==> src/rtl/stby_pkg.sv <==
package stby_pkg;
   typedef enum logic [1:0] {
      ST_RUN  = 2'b00,
      ST_HALT = 2'b01,
      ST_STOP = 2'b10,
      ST_WARM = 2'b11
   } stby_state_e;

   localparam logic [1:0] STAT_RUN  = 2'b00;
   localparam logic [1:0] STAT_HALT = 2'b01;
   localparam logic [1:0] STAT_STOP = 2'b10;
endpackage

==> src/rtl/stby_settle.sv <==
module stby_settle #(
   parameter int SEL_W      = 2,
   parameter int SETTLE_CYC = 4
) (
   input  logic             clk,
   input  logic             rst_n,
   input  logic             wr,
   input  logic [SEL_W-1:0] wsel,
   output logic [SEL_W-1:0] sel_q,
   output logic             busy
);
   if (SEL_W < 1) begin : g_bad_w
      $error("stby_settle: SEL_W must be at least 1");
   end
   if (SETTLE_CYC < 0) begin : g_bad_c
      $error("stby_settle: SETTLE_CYC must not be negative");
   end

   always_ff @(posedge clk or negedge rst_n) begin
      if (!rst_n)  sel_q <= '0;
      else if (wr) sel_q <= wsel;
   end

   if (SETTLE_CYC == 0) begin : g_nowin
      assign busy = 1'b0;
   end else begin : g_win
      localparam int CW = $clog2(SETTLE_CYC + 1);
      logic [CW-1:0] cnt_q;
      always_ff @(posedge clk or negedge rst_n) begin
         if (!rst_n)                      cnt_q <= '0;
         else if (wr && (wsel != sel_q))  cnt_q <= CW'(SETTLE_CYC);
         else if (cnt_q != '0)            cnt_q <= cnt_q - 1'b1;
      end
      assign busy = (cnt_q != '0);
   end

   AST_SEL_RETAIN: assert property (@(posedge clk) disable iff (!rst_n)
      !wr |=> $stable(sel_q));
endmodule

==> src/rtl/stby_wake.sv <==
module stby_wake #(
   parameter int NIRQ     = 8,
   parameter int INT0_IDX = 0
) (
   input  logic [NIRQ-1:0] irq_req,
   input  logic [NIRQ-1:0] irq_en,
   input  logic            in_stop,
   input  logic            int0_bypass,
   output logic            wake
);
   if (NIRQ < 1) begin : g_bad_n
      $error("stby_wake: NIRQ must be at least 1");
   end
   if (INT0_IDX < 0 || INT0_IDX >= NIRQ) begin : g_bad_i
      $error("stby_wake: INT0_IDX out of range");
   end

   logic [NIRQ-1:0] qual;

   for (genvar i = 0; i < NIRQ; i++) begin : g_line
      if (i == INT0_IDX) begin : g_filt
         assign qual[i] = irq_req[i] & irq_en[i] & (~in_stop | int0_bypass);
      end else begin : g_plain
         assign qual[i] = irq_req[i] & irq_en[i];
      end
   end

   assign wake = |qual;
endmodule

==> src/rtl/stby_periph_gate.sv <==
module stby_periph_gate #(
   parameter int              NPER        = 4,
   parameter logic [NPER-1:0] ALT_CAPABLE = 4'b1110
) (
   input  logic            osc_run,
   input  logic            main_osc_on,
   input  logic [NPER-1:0] alt_sel,
   output logic [NPER-1:0] clk_en
);
   if (NPER < 1) begin : g_bad_n
      $error("stby_periph_gate: NPER must be at least 1");
   end

   logic main_ok;
   assign main_ok = osc_run & main_osc_on;

   for (genvar i = 0; i < NPER; i++) begin : g_per
      if (ALT_CAPABLE[i]) begin : g_alt
         assign clk_en[i] = main_ok | alt_sel[i];
      end else begin : g_main
         assign clk_en[i] = main_ok;
      end
   end
endmodule

==> src/rtl/stby_fsm.sv <==
module stby_fsm
   import stby_pkg::*;
#(
   parameter int STAB_CYC = 16
) (
   input  logic        clk,
   input  logic        rst_n,
   input  logic        wr_ok,
   input  logic        req_halt,
   input  logic        req_stop,
   input  logic        busy,
   input  logic        cpu_on_sub,
   input  logic        wake,
   output stby_state_e state_q,
   output logic        cpu_clk_en,
   output logic        osc_en,
   output logic        clamp
);
   if (STAB_CYC < 1) begin : g_bad_s
      $error("stby_fsm: STAB_CYC must be at least 1");
   end

   localparam int SW = $clog2(STAB_CYC + 1);

   stby_state_e state_n;
   logic        ph_q, ph_n, ps_q, ps_n;
   logic [SW-1:0] cnt_q, cnt_n;

   always_comb begin
      state_n = state_q;
      ph_n    = ph_q;
      ps_n    = ps_q;
      cnt_n   = cnt_q;
      unique case (state_q)
         ST_RUN: begin
            if (!busy && (ph_q || ps_q)) begin
               if (ps_q && !cpu_on_sub) begin
                  state_n = ST_STOP;
               end else begin
                  ps_n = 1'b0;
                  if (ph_q) state_n = ST_HALT;
               end
            end
            if (wr_ok) begin
               ph_n = ph_n | req_halt;
               ps_n = ps_n | req_stop;
            end
         end
         ST_HALT: begin
            if (wake) begin
               state_n = ST_RUN;
               ph_n    = 1'b0;
               ps_n    = 1'b0;
            end
         end
         ST_STOP: begin
            if (wake) begin
               state_n = ST_WARM;
               cnt_n   = SW'(STAB_CYC - 1);
            end
         end
         ST_WARM: begin
            if (cnt_q == '0) begin
               state_n = ST_RUN;
               ph_n    = 1'b0;
               ps_n    = 1'b0;
            end else begin
               cnt_n = cnt_q - 1'b1;
            end
         end
         default: state_n = ST_RUN;
      endcase
   end

   always_ff @(posedge clk or negedge rst_n) begin
      if (!rst_n) begin
         state_q <= ST_RUN;
         ph_q    <= 1'b0;
         ps_q    <= 1'b0;
         cnt_q   <= '0;
      end else begin
         state_q <= state_n;
         ph_q    <= ph_n;
         ps_q    <= ps_n;
         cnt_q   <= cnt_n;
      end
   end

   assign cpu_clk_en = (state_q == ST_RUN);
   assign osc_en     = (state_q != ST_STOP);
   assign clamp      = (state_q == ST_STOP);

   AST_STOP_NEEDS_MAIN: assert property (@(posedge clk) disable iff (!rst_n)
      $rose(clamp) |-> $past(!cpu_on_sub));
   AST_STOP_HOLD: assert property (@(posedge clk) disable iff (!rst_n)
      (state_q == ST_STOP && !wake) |=> clamp);
   AST_HALT_NO_WAKE: assert property (@(posedge clk) disable iff (!rst_n)
      (state_q == ST_HALT && !wake) |=> (state_q == ST_HALT));
   AST_HALT_WAKE_NEXT: assert property (@(posedge clk) disable iff (!rst_n)
      (state_q == ST_HALT && wake) |=> cpu_clk_en);
   AST_WARM_GATED: assert property (@(posedge clk) disable iff (!rst_n)
      (state_q == ST_WARM && cnt_q != '0) |=> !cpu_clk_en);
   AST_BUSY_DEFERS: assert property (@(posedge clk) disable iff (!rst_n)
      (state_q == ST_RUN && busy) |=> (state_q == ST_RUN));
endmodule

==> src/rtl/stby_clk_ctl.sv <==
module stby_clk_ctl
   import stby_pkg::*;
#(
   parameter int              SEL_W       = 2,
   parameter int              NIRQ        = 8,
   parameter int              INT0_IDX    = 0,
   parameter int              NPER        = 4,
   parameter logic [NPER-1:0] ALT_CAPABLE = 4'b1110,
   parameter int              SETTLE_CYC  = 4,
   parameter int              STAB_CYC    = 16,
   localparam int             CCR_W       = SEL_W + 2
) (
   input  logic             clk,
   input  logic             rst_n,
   input  logic             ccr_wr,
   input  logic [CCR_W-1:0] ccr_wdata,
   input  logic             cpu_on_sub,
   input  logic             main_osc_on,
   input  logic [NPER-1:0]  periph_alt_sel,
   input  logic             int0_bypass,
   input  logic [NIRQ-1:0]  irq_req,
   input  logic [NIRQ-1:0]  irq_en,
   output logic             cpu_clk_en,
   output logic             main_osc_en,
   output logic             osc_in_clamp,
   output logic [NPER-1:0]  periph_clk_en,
   output logic [SEL_W-1:0] ccr_sel,
   output logic [1:0]       stby_status
);
   localparam int HALT_BIT = SEL_W;
   localparam int STOP_BIT = SEL_W + 1;

   stby_state_e state;
   logic        wr_ok, busy, wake;

   assign wr_ok = ccr_wr & (state == ST_RUN);

   stby_settle #(.SEL_W(SEL_W), .SETTLE_CYC(SETTLE_CYC)) u_settle (
      .clk   (clk),
      .rst_n (rst_n),
      .wr    (wr_ok),
      .wsel  (ccr_wdata[SEL_W-1:0]),
      .sel_q (ccr_sel),
      .busy  (busy)
   );

   stby_wake #(.NIRQ(NIRQ), .INT0_IDX(INT0_IDX)) u_wake (
      .irq_req     (irq_req),
      .irq_en      (irq_en),
      .in_stop     (state == ST_STOP),
      .int0_bypass (int0_bypass),
      .wake        (wake)
   );

   stby_fsm #(.STAB_CYC(STAB_CYC)) u_fsm (
      .clk        (clk),
      .rst_n      (rst_n),
      .wr_ok      (wr_ok),
      .req_halt   (ccr_wdata[HALT_BIT]),
      .req_stop   (ccr_wdata[STOP_BIT]),
      .busy       (busy),
      .cpu_on_sub (cpu_on_sub),
      .wake       (wake),
      .state_q    (state),
      .cpu_clk_en (cpu_clk_en),
      .osc_en     (main_osc_en),
      .clamp      (osc_in_clamp)
   );

   stby_periph_gate #(.NPER(NPER), .ALT_CAPABLE(ALT_CAPABLE)) u_gate (
      .osc_run     (main_osc_en),
      .main_osc_on (main_osc_on),
      .alt_sel     (periph_alt_sel),
      .clk_en      (periph_clk_en)
   );

   always_comb begin
      unique case (state)
         ST_RUN:  stby_status = STAT_RUN;
         ST_HALT: stby_status = STAT_HALT;
         default: stby_status = STAT_STOP;
      endcase
   end

   AST_WR_BLOCKED: assert property (@(posedge clk) disable iff (!rst_n)
      (ccr_wr && !cpu_clk_en) |=> $stable(ccr_sel));
   AST_CLAMP_NO_OSC: assert property (@(posedge clk) disable iff (!rst_n)
      osc_in_clamp |-> (stby_status == STAT_STOP));
endmodule

==> config.mk <==
export PLATFORM = sky130hd
export DESIGN_NAME = stby_clk_ctl
export DESIGN_NICKNAME = d
export VERILOG_FILES = /design/src/rtl/stby_pkg.sv /design/src/rtl/stby_settle.sv /design/src/rtl/stby_wake.sv /design/src/rtl/stby_periph_gate.sv /design/src/rtl/stby_fsm.sv /design/src/rtl/stby_clk_ctl.sv
export SDC_FILE = /design/constraint.sdc
export NUM_CORES = 1
export LEC_CHECK = 0
export BUFFER_PORTS_ARGS = -buffer_cell sky130_fd_sc_hd__buf_2
export CAP_MARGIN = 5
export CELL_PAD_IN_SITES_DETAIL_PLACEMENT = 0
export CELL_PAD_IN_SITES_GLOBAL_PLACEMENT = 1
export CORE_UTILIZATION = 35
export CTS_BUF_LIST = sky130_fd_sc_hd__clkbuf_16
export DETAILED_ROUTE_END_ITERATION = 7
export PLACE_DENSITY = 0.9
export SETUP_SLACK_MARGIN = 0.15
export SLEW_MARGIN = 10
export SYNTH_ARGS = -nofsm -noshare
export SYNTH_HDL_FRONTEND = slang
export SYNTH_SLANG_ARGS = --single-unit
export TNS_END_PERCENT = 50
==> constraint.sdc <==
create_clock -name clk -period 2.7 [get_ports clk]
set_clock_uncertainty 0.1 [all_clocks]
set_input_delay 0.54 -clock clk [delete_from_list [all_inputs] [get_ports clk]]
set_output_delay 0.54 -clock clk [all_outputs]
set_load 0.005 [all_outputs]
==> metrics.md, run 1 <==
| Metric | Value |
|---|---|
| Status | `finished clean` |
| DRT antenna net count | `0` |
| Nets@finish | `169` |
| EDFF count, synth | `0` |
| Top sig layer | `met4` |
| Max cap viols | `0` |
| Number of post-CTS setup repair buffers | `0` |
| Die W | `52.10 um` |
| Maximum fanout along the worst path | `9` |
| Syn_area_per_cell | `9.344 um2` |
| Final Critical Period | `1.916 ns` |
| Layout cells sized above 1 | `35.82%` |
| Initial Util | `38.24%` |
| Clk_lat worst skew | `0.24 ns` |
| Placement Rows | `17` |
| Sw Share | `35.60%` |
| Synthesis Warnings | `0` |
| Fin. Hold Viols | `0` |
| Hold slack | `0.08676 ns` |
| Synth Instances | `94` |
| Largest net degree at the start of global routing | `15` |
| Final RePlAce weighted congestion | `0.7570` |
| Sequential element share of the synthesized area | `39.89%` |
| Startpoint Class | `flip-flop` |
| Detailed placer's ending HPWL | `1.517 mm` |
| Comb pwr share | `42.8%` |
| Initial antenna violation count | `0` |
| CTS root buf | `clkbuf_16` |
| Utilization after layout | `51.03%` |
| Post-route DRC | `0` |
| Post-DP Area | `0.001094 mm2` |
| DRT met1 WL | `832 um` |
| Wirelength per Cell | `11.78 um` |
| Met3 Routed Length | `63 um` |
| PortBufs | `39` |
| Clock sink count | `14` |
| First-pass GRT wire length | `3.415 mm` |
| Tcrit/Tclk final | `70.97%` |
| NetSw | `0.0004096 W` |
| Layout fillers | `214` |
| Maximum VDD drop | `0.5500 mV` |
| Grt ovf | `0` |
| Ant diodes | `0` |
| Top Ports | `41` |
| Slew of the pin with the lowest slew margin | `0.3363 ns` |
| DRC marker count from the first detailed-route iteration | `16` |
| Design area | `0.001172 mm2` |
| PostCTS Resize Cnt | `0` |
| Asr flop ratio synth | `100.0%` |
| Detailed-route via count | `808` |
| Post-synthesis cell area | `878.3 um2` |
| Slew margin rel. | `77.39%` |
| Clock-pin slew on the worst setup and hold paths | `0.05 ns` |
| Hold-fix buffers, CTS | `0` |
| Reg power frac | `32.7%` |
| Vias in the first global route | `831` |
| RSZ-0062 raised after global routing | `no` |
| Critical path class | `reg -> reg` |
| PD cells | `981.3 mW/mm2` |
| Internal | `0.0007409 W` |
| CTS H-tree depth | `1` |
| Net Count, Synth | `128` |
| Leakage Power | `0.5916 nW` |
| Layout area overhead | `33.48%` |
| Seq cells post-synth | `14` |
| Hold WC Path Type | `in -> async` |
| Core ar. | `0.002297 mm2` |
| CTS max path bufs | `2` |
| Vias per cell | `4.988` |
| Die H | `52.10 um` |
| CTS tree | `yes` |
| GRT Total Usage | `17.02%` |
| Power share of the clock group | `24.5%` |
| Crit end category | `flip-flop` |
| Setup Viol. Count Final | `0` |
| Die footprint | `0.002714 mm2` |
| Total clock buffers created by CTS | `3` |
| Detailed Routing Iterations Pass 1 | `4` |
| Main flop type after synthesis | `dfrtp_1` |
| Final Max Slew Viols | `0` |
| WL final | `1.909 mm` |
| Maximum clock rate | `0.5219 GHz` |
| Required @ worst endpoint | `2.71 ns` |
| Met2 Wirelength | `997 um` |
| Critical path arrival | `1.92 ns` |
| Setup TNS | `0 ns` |
| Netlist cell types | `35` |
-- layer usage --
metal  GRT usage, %  vias up
met5              0        -
met4          6.757        0
met3          2.924        2
met2          29.91       20
met1          20.26      377
li1               -      409
-- through the flow --
step                      power [W]  std cells  setup WS, ns
after CTS                  0.001169        162        0.7882
final                      0.001150        162        0.7839
after global routing       0.001255        162        0.6372
after global placement    0.0008542        158        0.7770
after floorplan           0.0007218         94        0.9844
after detailed placement  0.0008769        158        0.7910
-- final cells by class --
cell class / count / area [um2] / area share, %
Clock inverter: 1 / 3.754 / 0.3202
Clock buffer: 3 / 75.07 / 6.403
Inverter: 8 / 30.03 / 2.561
Tap cell: 28 / 35.03 / 2.988
Sequential cell: 14 / 350.3 / 29.88
Multi-Input combinational cell: 67 / 467.9 / 39.91
Timing Repair Buffer: 41 / 210.2 / 17.93
-- layout by cell type (no fill, tap or decap), types with 2 or more instances in the layout --
cell type / count
a21oi_1: 3
a22oi_1: 4
buf_2: 39
buf_4: 2
clkbuf_16: 3
dfrtp_1: 14
ha_1: 4
inv_1: 8
mux2_2: 2
nand2_1: 7
nand2b_1: 6
nand3_1: 3
nand4_2: 2
nor2_1: 4
nor3_1: 2
o21ai_0: 5
o21ai_1: 2
o31ai_1: 2
xnor2_1: 2
xor2_1: 4
-- Yosys cell counts, types with 2 or more instances --
cell type	number	area share (%)
nor3_1	2	1.1
a21oi_1	3	1.7
o21ai_1	2	1.1
inv_1	8	3.4
ha_1	4	5.7
dfrtp_1	14	40
clkbuf_1	3	1.3
xor2_1	4	4.0
o21ai_0	5	2.8
xnor2_1	2	2.0
nand2b_1	6	4.3
mux2_2	2	2.6
nand2_1	7	3.0
o31ai_1	2	1.7
nand3_1	3	1.7
nor2_1	4	1.7
nand4_2	2	2.8
a22oi_1	4	3.4
-- kinds of logic (layout without fill, tap and decap cells) --
group	after synthesis	count (layout)	share of synthesized area (%)
AO/OA/AOI/OAI	23	23	17.66
adder cells (fa/ha/maj)	4	4	5.698
flip-flops	14	14	39.89
buffers and inverters	13	53	6.838
AND/OR/NAND/NOR	31	31	20.23
XOR/XNOR	6	6	5.983
multiplexers	3	3	3.704
-- power groups by stage --
stage	combinational [W]	clock [W]	sequential, W
6_report	0.000493	0.000281	0.000376
5_1_grt	0.000565	0.000299	0.000391
4_1_cts	0.000498	0.000293	0.000378
3_5_place_dp	0.000496	0	0.000381
3_3_place_gp	0.000480	0	0.000374
2_1_floorplan	0.000346	0	0.000376
-- state kept, by name (all words and copies together), names as in the netlist --
name / flops
u_fsm.ps_q: 1
u_fsm.state_q: 2
u_settle.sel_q: 2
u_fsm.ph_q: 1
u_fsm.cnt_q: 5
u_settle.g_win.cnt_q: 3
-- path summary, 6_finish.rpt --
check,slack (ns),endpoint,depth (start not counted),from
setup / recovery,0.78,u_fsm.state_q[0],5,u_fsm.cnt_q[0]
hold / removal,0.09,u_fsm.cnt_q[0],1,rst_n
setup reg to reg,0.78,u_fsm.state_q[0],5,u_fsm.cnt_q[0]
hold reg to reg,0.43,u_settle.g_win.cnt_q[1],1,u_settle.g_win.cnt_q[1]
max in group asynchronous,2.16,u_fsm.cnt_q[3],1,rst_n
min in group clk,0.40,u_fsm.state_q[1],2,cpu_on_sub
-- critical path, cell delays in order, from the launching register on --
cell and delay (ns):
dfrtp_1 0.39, inv_1 0.10, ha_1 0.14, or4b_1 0.61
a2bb2oi_1 0.31, a221oi_1 0.12
Power figures use the tool's default switching activity.
==> run 2: changes to the inputs <==
--- a/config.mk
+++ b/config.mk
@@ -9,10 +9,10 @@
 export CAP_MARGIN = 5
 export CELL_PAD_IN_SITES_DETAIL_PLACEMENT = 0
 export CELL_PAD_IN_SITES_GLOBAL_PLACEMENT = 1
-export CORE_UTILIZATION = 35
+export CORE_UTILIZATION = 32
 export CTS_BUF_LIST = sky130_fd_sc_hd__clkbuf_16
 export DETAILED_ROUTE_END_ITERATION = 7
-export PLACE_DENSITY = 0.9
+export PLACE_DENSITY = 0.84
 export SETUP_SLACK_MARGIN = 0.15
 export SLEW_MARGIN = 10
 export SYNTH_ARGS = -nofsm -noshare
==> constraint.sdc (replaced) <==
create_clock -name clk -period 1.9 [get_ports clk]
set_clock_uncertainty 0.1 [all_clocks]
set_input_delay 0.38 -clock clk [delete_from_list [all_inputs] [get_ports clk]]
set_output_delay 0.38 -clock clk [all_outputs]
set_load 0.005 [all_outputs]
==> run 2 against run 1 <==
Non-clock buffer count rose by 6. Hold slack improved by 0.16 ns. Clock power rose by 40%. Sequential power rose by 52%. Global-route usage fell by 1.7 points. Sequential share of layout area fell by 2.3 points. Final cell count rose by 5.6%. Critical path type unchanged.
==> metrics.md, run 2 (synthesis results as in run 1) <==
| Metric | Value |
|---|---|
| Setup Viol. Count Final | `0` |
| Ant diodes | `0` |
| Max reg flops | `5` |
| Clock-pin slew on the worst setup and hold paths | `0.04 ns` |
| Final Critical Period | `1.694 ns` |
| Initial antenna violation count | `0` |
| Maximum fanout along the worst path | `5` |
| Clk_lat worst skew | `0.24 ns` |
| Die W | `54.39 um` |
| Leakage Power | `0.6195 nW` |
| Crit end category | `flip-flop` |
| WL final | `2.086 mm` |
| Commonest cells after routing, fill and taps aside | `buf_2 (39), dfrtp_1 (13), buf_4 (7)` |
| Clock sink count | `14` |
| Worst reg2reg setup slack | `0.21 ns` |
| Placement Rows | `18` |
| Startpoint Class | `flip-flop` |
| Wirelength per Cell | `12.20 um` |
| Hold path endpoint | `u_fsm.state_q[1]` |
| Register name with the most flops | `u_fsm.cnt_q` |
| PD cells | `1398 mW/mm2` |
| DRC marker count from the first detailed-route iteration | `8` |
| Critical path class | `reg -> reg` |
| DRT antenna net count | `0` |
| Dpl ws | `0.008690 ns` |
| Total clock buffers created by CTS | `3` |
| Depth of the worst hold-timing path | `2` |
| RSZ-0062 raised after global routing | `yes` |
| Maximum clock rate | `0.5902 GHz` |
| Critical path arrival | `1.71 ns` |
| Vias in the first global route | `735` |
| Maximum VDD drop | `0.8420 mV` |
| CTS H-tree depth | `1` |
| CTS tree | `yes` |
| CTS root buf | `clkbuf_16` |
| First-pass GRT wire length | `3.222 mm` |
| FF-to-FF End | `u_fsm.cnt_q[3]` |
| Detailed placer's ending HPWL | `1.587 mm` |
| FF+latch area | `351.6 um2` |
| Slew of the pin with the lowest slew margin | `0.3637 ns` |
| Detailed-route via count | `843` |
| PortBufs | `39` |
| Reg2Reg Launch Point | `u_fsm.cnt_q[1]` |
| Post-route DRC | `0` |
| R2R depth | `6` |
| Status | `finished clean` |
| Most common cell after layout, fill and taps aside | `buf_2` |
| CTS max path bufs | `2` |
| Hold WC Path Type | `in -> reg` |
| Grt ovf | `0` |
| Total chip power | `0.001780 W` |
| Fin. Hold Viols | `0` |
| Top Ports | `41` |
| Required @ worst endpoint | `1.92 ns` |
| Vias per cell | `4.930` |
| Core ar. | `0.002545 mm2` |
| Setup TNS | `0 ns` |
| Layout area overhead | `45.01%` |
| Multi-input logic area | `518.0 um2` |
| Initial Util | `34.51%` |
| Tcrit/Tclk final | `89.17%` |
| Regs by FF count | `u_fsm.cnt_q (5), u_settle.g_win.cnt_q (3)` |
| Utilization after layout | `50.05%` |
| Hold Startpoint | `cpu_on_sub` |
| Die footprint | `0.002958 mm2` |
| Final RePlAce weighted congestion | `0.7812` |
| Layout fillers | `238` |
| Worst Slack Setup Final | `0.2058 ns` |
| Final Max Slew Viols | `0` |
| Nets@finish | `176` |
| GRT Total Usage | `15.31%` |
| Largest net degree at the start of global routing | `15` |
| Die H | `54.39 um` |
| Max cap viols | `0` |
| Slew margin rel. | `75.57%` |
| Layout cells sized above 1 | `44.68%` |
| Detailed Routing Iterations Pass 1 | `4` |
-- run 2: cell types whose count changed in the layout (fill, tap and decap cells not counted), moves of 2 or more --
cell / change
or4b_4: +2
nand2_1: -2
nand2_2: +2
inv_2: +3
buf_4: +5
inv_1: -3
-- run 2: final cells by class --
cell class              instances  share of cell area, %
inverters                       8                  2.358
clock buffers                   3                  5.894
flip-flops and latches         14                  27.60
multi-input cells              68                  40.67
repair buffers                 47                  20.24
clock inverters                 1                 0.2947
well taps                      30                  2.947
-- run 2: critical path: stages (launching register included) --
cell	delay, ns
dfrtp_1	0.39
inv_2	0.08
ha_4	0.13
or4b_4	0.52
nand4_4	0.09
xor2_1	0.17
o21ai_1	0.09
-- run 2: metrics by stage --
step / hold slack [ns] / area (um2) / instances
CTS: 0.2485 / 1226 / 169
detailed placement: 0.1980 / 1119 / 163
global route: 0.2692 / 1274 / 171
global placement: 0.1875 / 1119 / 163
finish: 0.2501 / 1274 / 171
floorplan: -0.01559 / 878.3 / 94
-- run 2: how the worst max path moves through the flow --
stage                startpoint               end
5_1_grt        u_fsm.state_q[0]  periph_clk_en[1]
3_5_place_dp     u_fsm.cnt_q[1]    u_fsm.cnt_q[3]
6_report         u_fsm.cnt_q[1]    u_fsm.cnt_q[3]
2_1_floorplan    u_fsm.cnt_q[0]  u_fsm.state_q[0]
3_3_place_gp     u_fsm.cnt_q[1]  u_fsm.state_q[0]
4_1_cts          u_fsm.cnt_q[1]  u_fsm.state_q[0]
-- run 2: routing by layer --
metal	track usage, %	share of wire (%)
met1	19.15	42
met2	25.81	54
met3	3.333	3.0
met4	5.128	0.91
met5	0	0
-- run 2: timing repair --
action | 4_1_cts | 5_1_grt
endpoints found under the hold margin | 14 | 0
resized for setup | 3 | 10
pin swaps | 0 | 2
cloned | 1 | 0
hold buffers | 1 | 0
setup endpoints to repair | 13 | 11
setup buffers | 0 | 2
-- run 2: report_power, final --
part	internal, W	switching, W
registers	0.000439	0.000131
clock network	0.000278	0.000115
logic	0.000427	0.000391
==> run 3: changes to the inputs <==
==> constraint.sdc (replaced) <==
create_clock -name clk -period 1.9 [get_ports clk]
set_clock_uncertainty 0.1 [all_clocks]
set_input_delay 0.38 -clock clk [delete_from_list [all_inputs] [get_ports clk]]
set_output_delay 0.38 -clock clk [all_outputs]
set_load 0.02 [all_outputs]
==> run 3 against run 2 <==
Via count increased by 1.8%. Power increased by 6.7%. Sequential power decreased by 3%. Wire length increased by 1.2%. Sequential share of layout area decreased by 0.43 points. Combinational power increased by 16%. Critical endpoint unchanged.
==> metrics.md, run 3 (synthesis results as in run 1) <==
| Metric | Value |
|---|---|
| Status | `finished clean` |
| Total clock buffers created by CTS | `3` |
| Max cap viols | `0` |
| RSZ-0062 raised after global routing | `yes` |
| Detailed-route via count | `858` |
| WL final | `2.110 mm` |
| Clock-pin slew on the worst setup and hold paths | `0.04 ns` |
| Fin. Hold Viols | `0` |
| Max incr delay on CP | `0.52 ns` |
| Detailed placer's ending HPWL | `1.587 mm` |
| First-pass GRT wire length | `3.291 mm` |
| Max reg flops | `5` |
| DRT antenna net count | `0` |
| Commonest cells after routing, fill and taps aside | `buf_2 (39), dfrtp_1 (13), buf_4 (9)` |
| Ant diodes | `0` |
| Maximum VDD drop | `0.8448 mV` |
| Largest net degree at the start of global routing | `15` |
| Cell Chain, Critical Path | `inv_2 > ha_4 > or4b_4 > nand4_4 > xor2_1 > o21ai_1` |
| Layout area overhead | `47.29%` |
| Setup Viol. Count Final | `0` |
| CTS tree | `yes` |
| Die H | `54.39 um` |
| Worst reg2reg setup slack | `0.19 ns` |
| Post-route DRC | `0` |
| Die W | `54.39 um` |
| Grt ovf | `0` |
| Initial antenna violation count | `0` |
| Design area | `0.001294 mm2` |
| Regs by FF count | `u_fsm.cnt_q (5), u_settle.g_win.cnt_q (3)` |
| Hold path endpoint | `u_fsm.state_q[1]` |
| R2R depth | `6` |
| Vias in the first global route | `750` |
| DRC marker count from the first detailed-route iteration | `11` |
| Required @ worst endpoint | `1.92 ns` |
| Critical path arrival | `1.73 ns` |
| Final Critical Period | `1.711 ns` |
| Top Ports | `41` |
| GRT Total Usage | `15.72%` |
| Register name with the most flops | `u_fsm.cnt_q` |
| Hold Startpoint | `cpu_on_sub` |
| Initial Util | `34.51%` |
| FF+latch area | `351.6 um2` |
| Critical path class | `reg -> reg` |
| Slew margin rel. | `75.06%` |
| Core ar. | `0.002545 mm2` |
| Reg2Reg Launch Point | `u_fsm.cnt_q[1]` |
| Placed cells | `163` |
| Startpoint Class | `flip-flop` |
| CTS H-tree depth | `1` |
| Worst path slowest cell | `or4b_4` |
| Clock sink count | `14` |
| Depth of the worst hold-timing path | `2` |
| Placement Rows | `18` |
| Hold WC Path Type | `in -> reg` |
| Leakage Power | `0.6325 nW` |
| Crit end category | `flip-flop` |
| Clk_lat worst skew | `0.24 ns` |
| CTS root buf | `clkbuf_16` |
| Most common cell after layout, fill and taps aside | `buf_2` |
| PD cells | `1468 mW/mm2` |
| Vias per cell | `4.960` |
| Slew of the pin with the lowest slew margin | `0.3712 ns` |
| Post-DP Area | `0.001119 mm2` |
| Maximum clock rate | `0.5843 GHz` |
| CTS max path bufs | `2` |
| Final Instance Count excl. Fillers | `173` |
| Final RePlAce weighted congestion | `0.7812` |
| Wirelength per Cell | `12.20 um` |
| Setup TNS | `0 ns` |
| Maximum fanout along the worst path | `5` |
| Nets@finish | `178` |
| FF-to-FF End | `u_fsm.cnt_q[3]` |
| Die footprint | `0.002958 mm2` |
| Multi-input logic area | `523.0 um2` |
| Detailed Routing Iterations Pass 1 | `4` |
| PortBufs | `39` |
| Tcrit/Tclk final | `90.08%` |
| Layout fillers | `238` |
| Final Max Slew Viols | `0` |
| Layout cells sized above 1 | `44.76%` |
-- run 3: cell types whose count changed in the layout (fill, tap and decap cells not counted) --
cell	change
inv_2	-1
nand2_4	+1
nand2_2	-1
buf_4	+2
inv_1	+1
-- run 3: worst max path at each step --
stage,slack (ns),start,cells after the start,endpoint
5_1_grt,0.13,u_fsm.cnt_q[1],6,u_fsm.cnt_q[3]
2_1_floorplan,0.18,u_fsm.cnt_q[0],6,u_fsm.state_q[0]
3_3_place_gp,0.05,u_fsm.cnt_q[1],5,u_fsm.state_q[0]
6_report,0.19,u_fsm.cnt_q[1],6,u_fsm.cnt_q[3]
4_1_cts,0.13,u_fsm.cnt_q[1],6,u_fsm.cnt_q[3]
3_5_place_dp,0.009,u_fsm.cnt_q[1],6,u_fsm.cnt_q[3]
-- run 3: area by class of cell --
class,instances,area share [%]
clock buffers,3,5.803
inverters,8,2.321
flip-flops and latches,14,27.18
clock inverters,1,0.2901
well taps,30,2.901
multi-input cells,68,40.43
repair buffers,49,21.08
-- run 3: critical path: cells and delay by family (launching register included) --
| kind | cells | cell delay (ns) |
|---|---|---|
| fa+ha+maj | 1 | 0.13 |
| simple gates | 2 | 0.63 |
| flops | 1 | 0.39 |
| xor+xnor | 1 | 0.17 |
| buf+inv | 1 | 0.08 |
| compound gates | 1 | 0.09 |
-- run 3: repair_timing --
item                                   CTS  global route
gates resized for setup                  6             7
setup endpoints to repair               13            11
hold buffers                             1             0
setup buffers                            0             4
pin swaps                                0             1
cloned                                   1             0
endpoints found under the hold margin   14             0
-- run 3: through the flow --
| step | total power (W) | hold slack, ns | utilization, % | worst slack (ns) |
|---|---|---|---|---|
| after floorplan | 0.001114 | -0.01559 | - | 0.1844 |
| after global placement | 0.001357 | 0.1875 | 43.95 | 0.04734 |
| after detailed placement | 0.001385 | 0.1980 | 43.95 | 0.008690 |
| after CTS | 0.001820 | 0.2485 | 48.62 | 0.1321 |
| after global routing | 0.002050 | 0.2692 | 50.84 | 0.1299 |
| final | 0.001899 | 0.2495 | 50.84 | 0.1886 |
-- run 3: routing by layer --
metal  up-vias  wire length, um  global-route usage (%)
li1        431                -                       -
met1       404              871                   19.49
met2        19             1153                   26.83
met3         4               69                   3.333
met4         0               15                   5.128
met5         -                0                       0
-- run 3: report_power, final --
part	switching [W]	internal, W	leakage [nW]
Combinational	0.000502	0.000450	0.430
Clock	0.000116	0.000278	0.0385
Sequential	0.000116	0.000439	0.164
Total	0.000733	0.00117	0.632
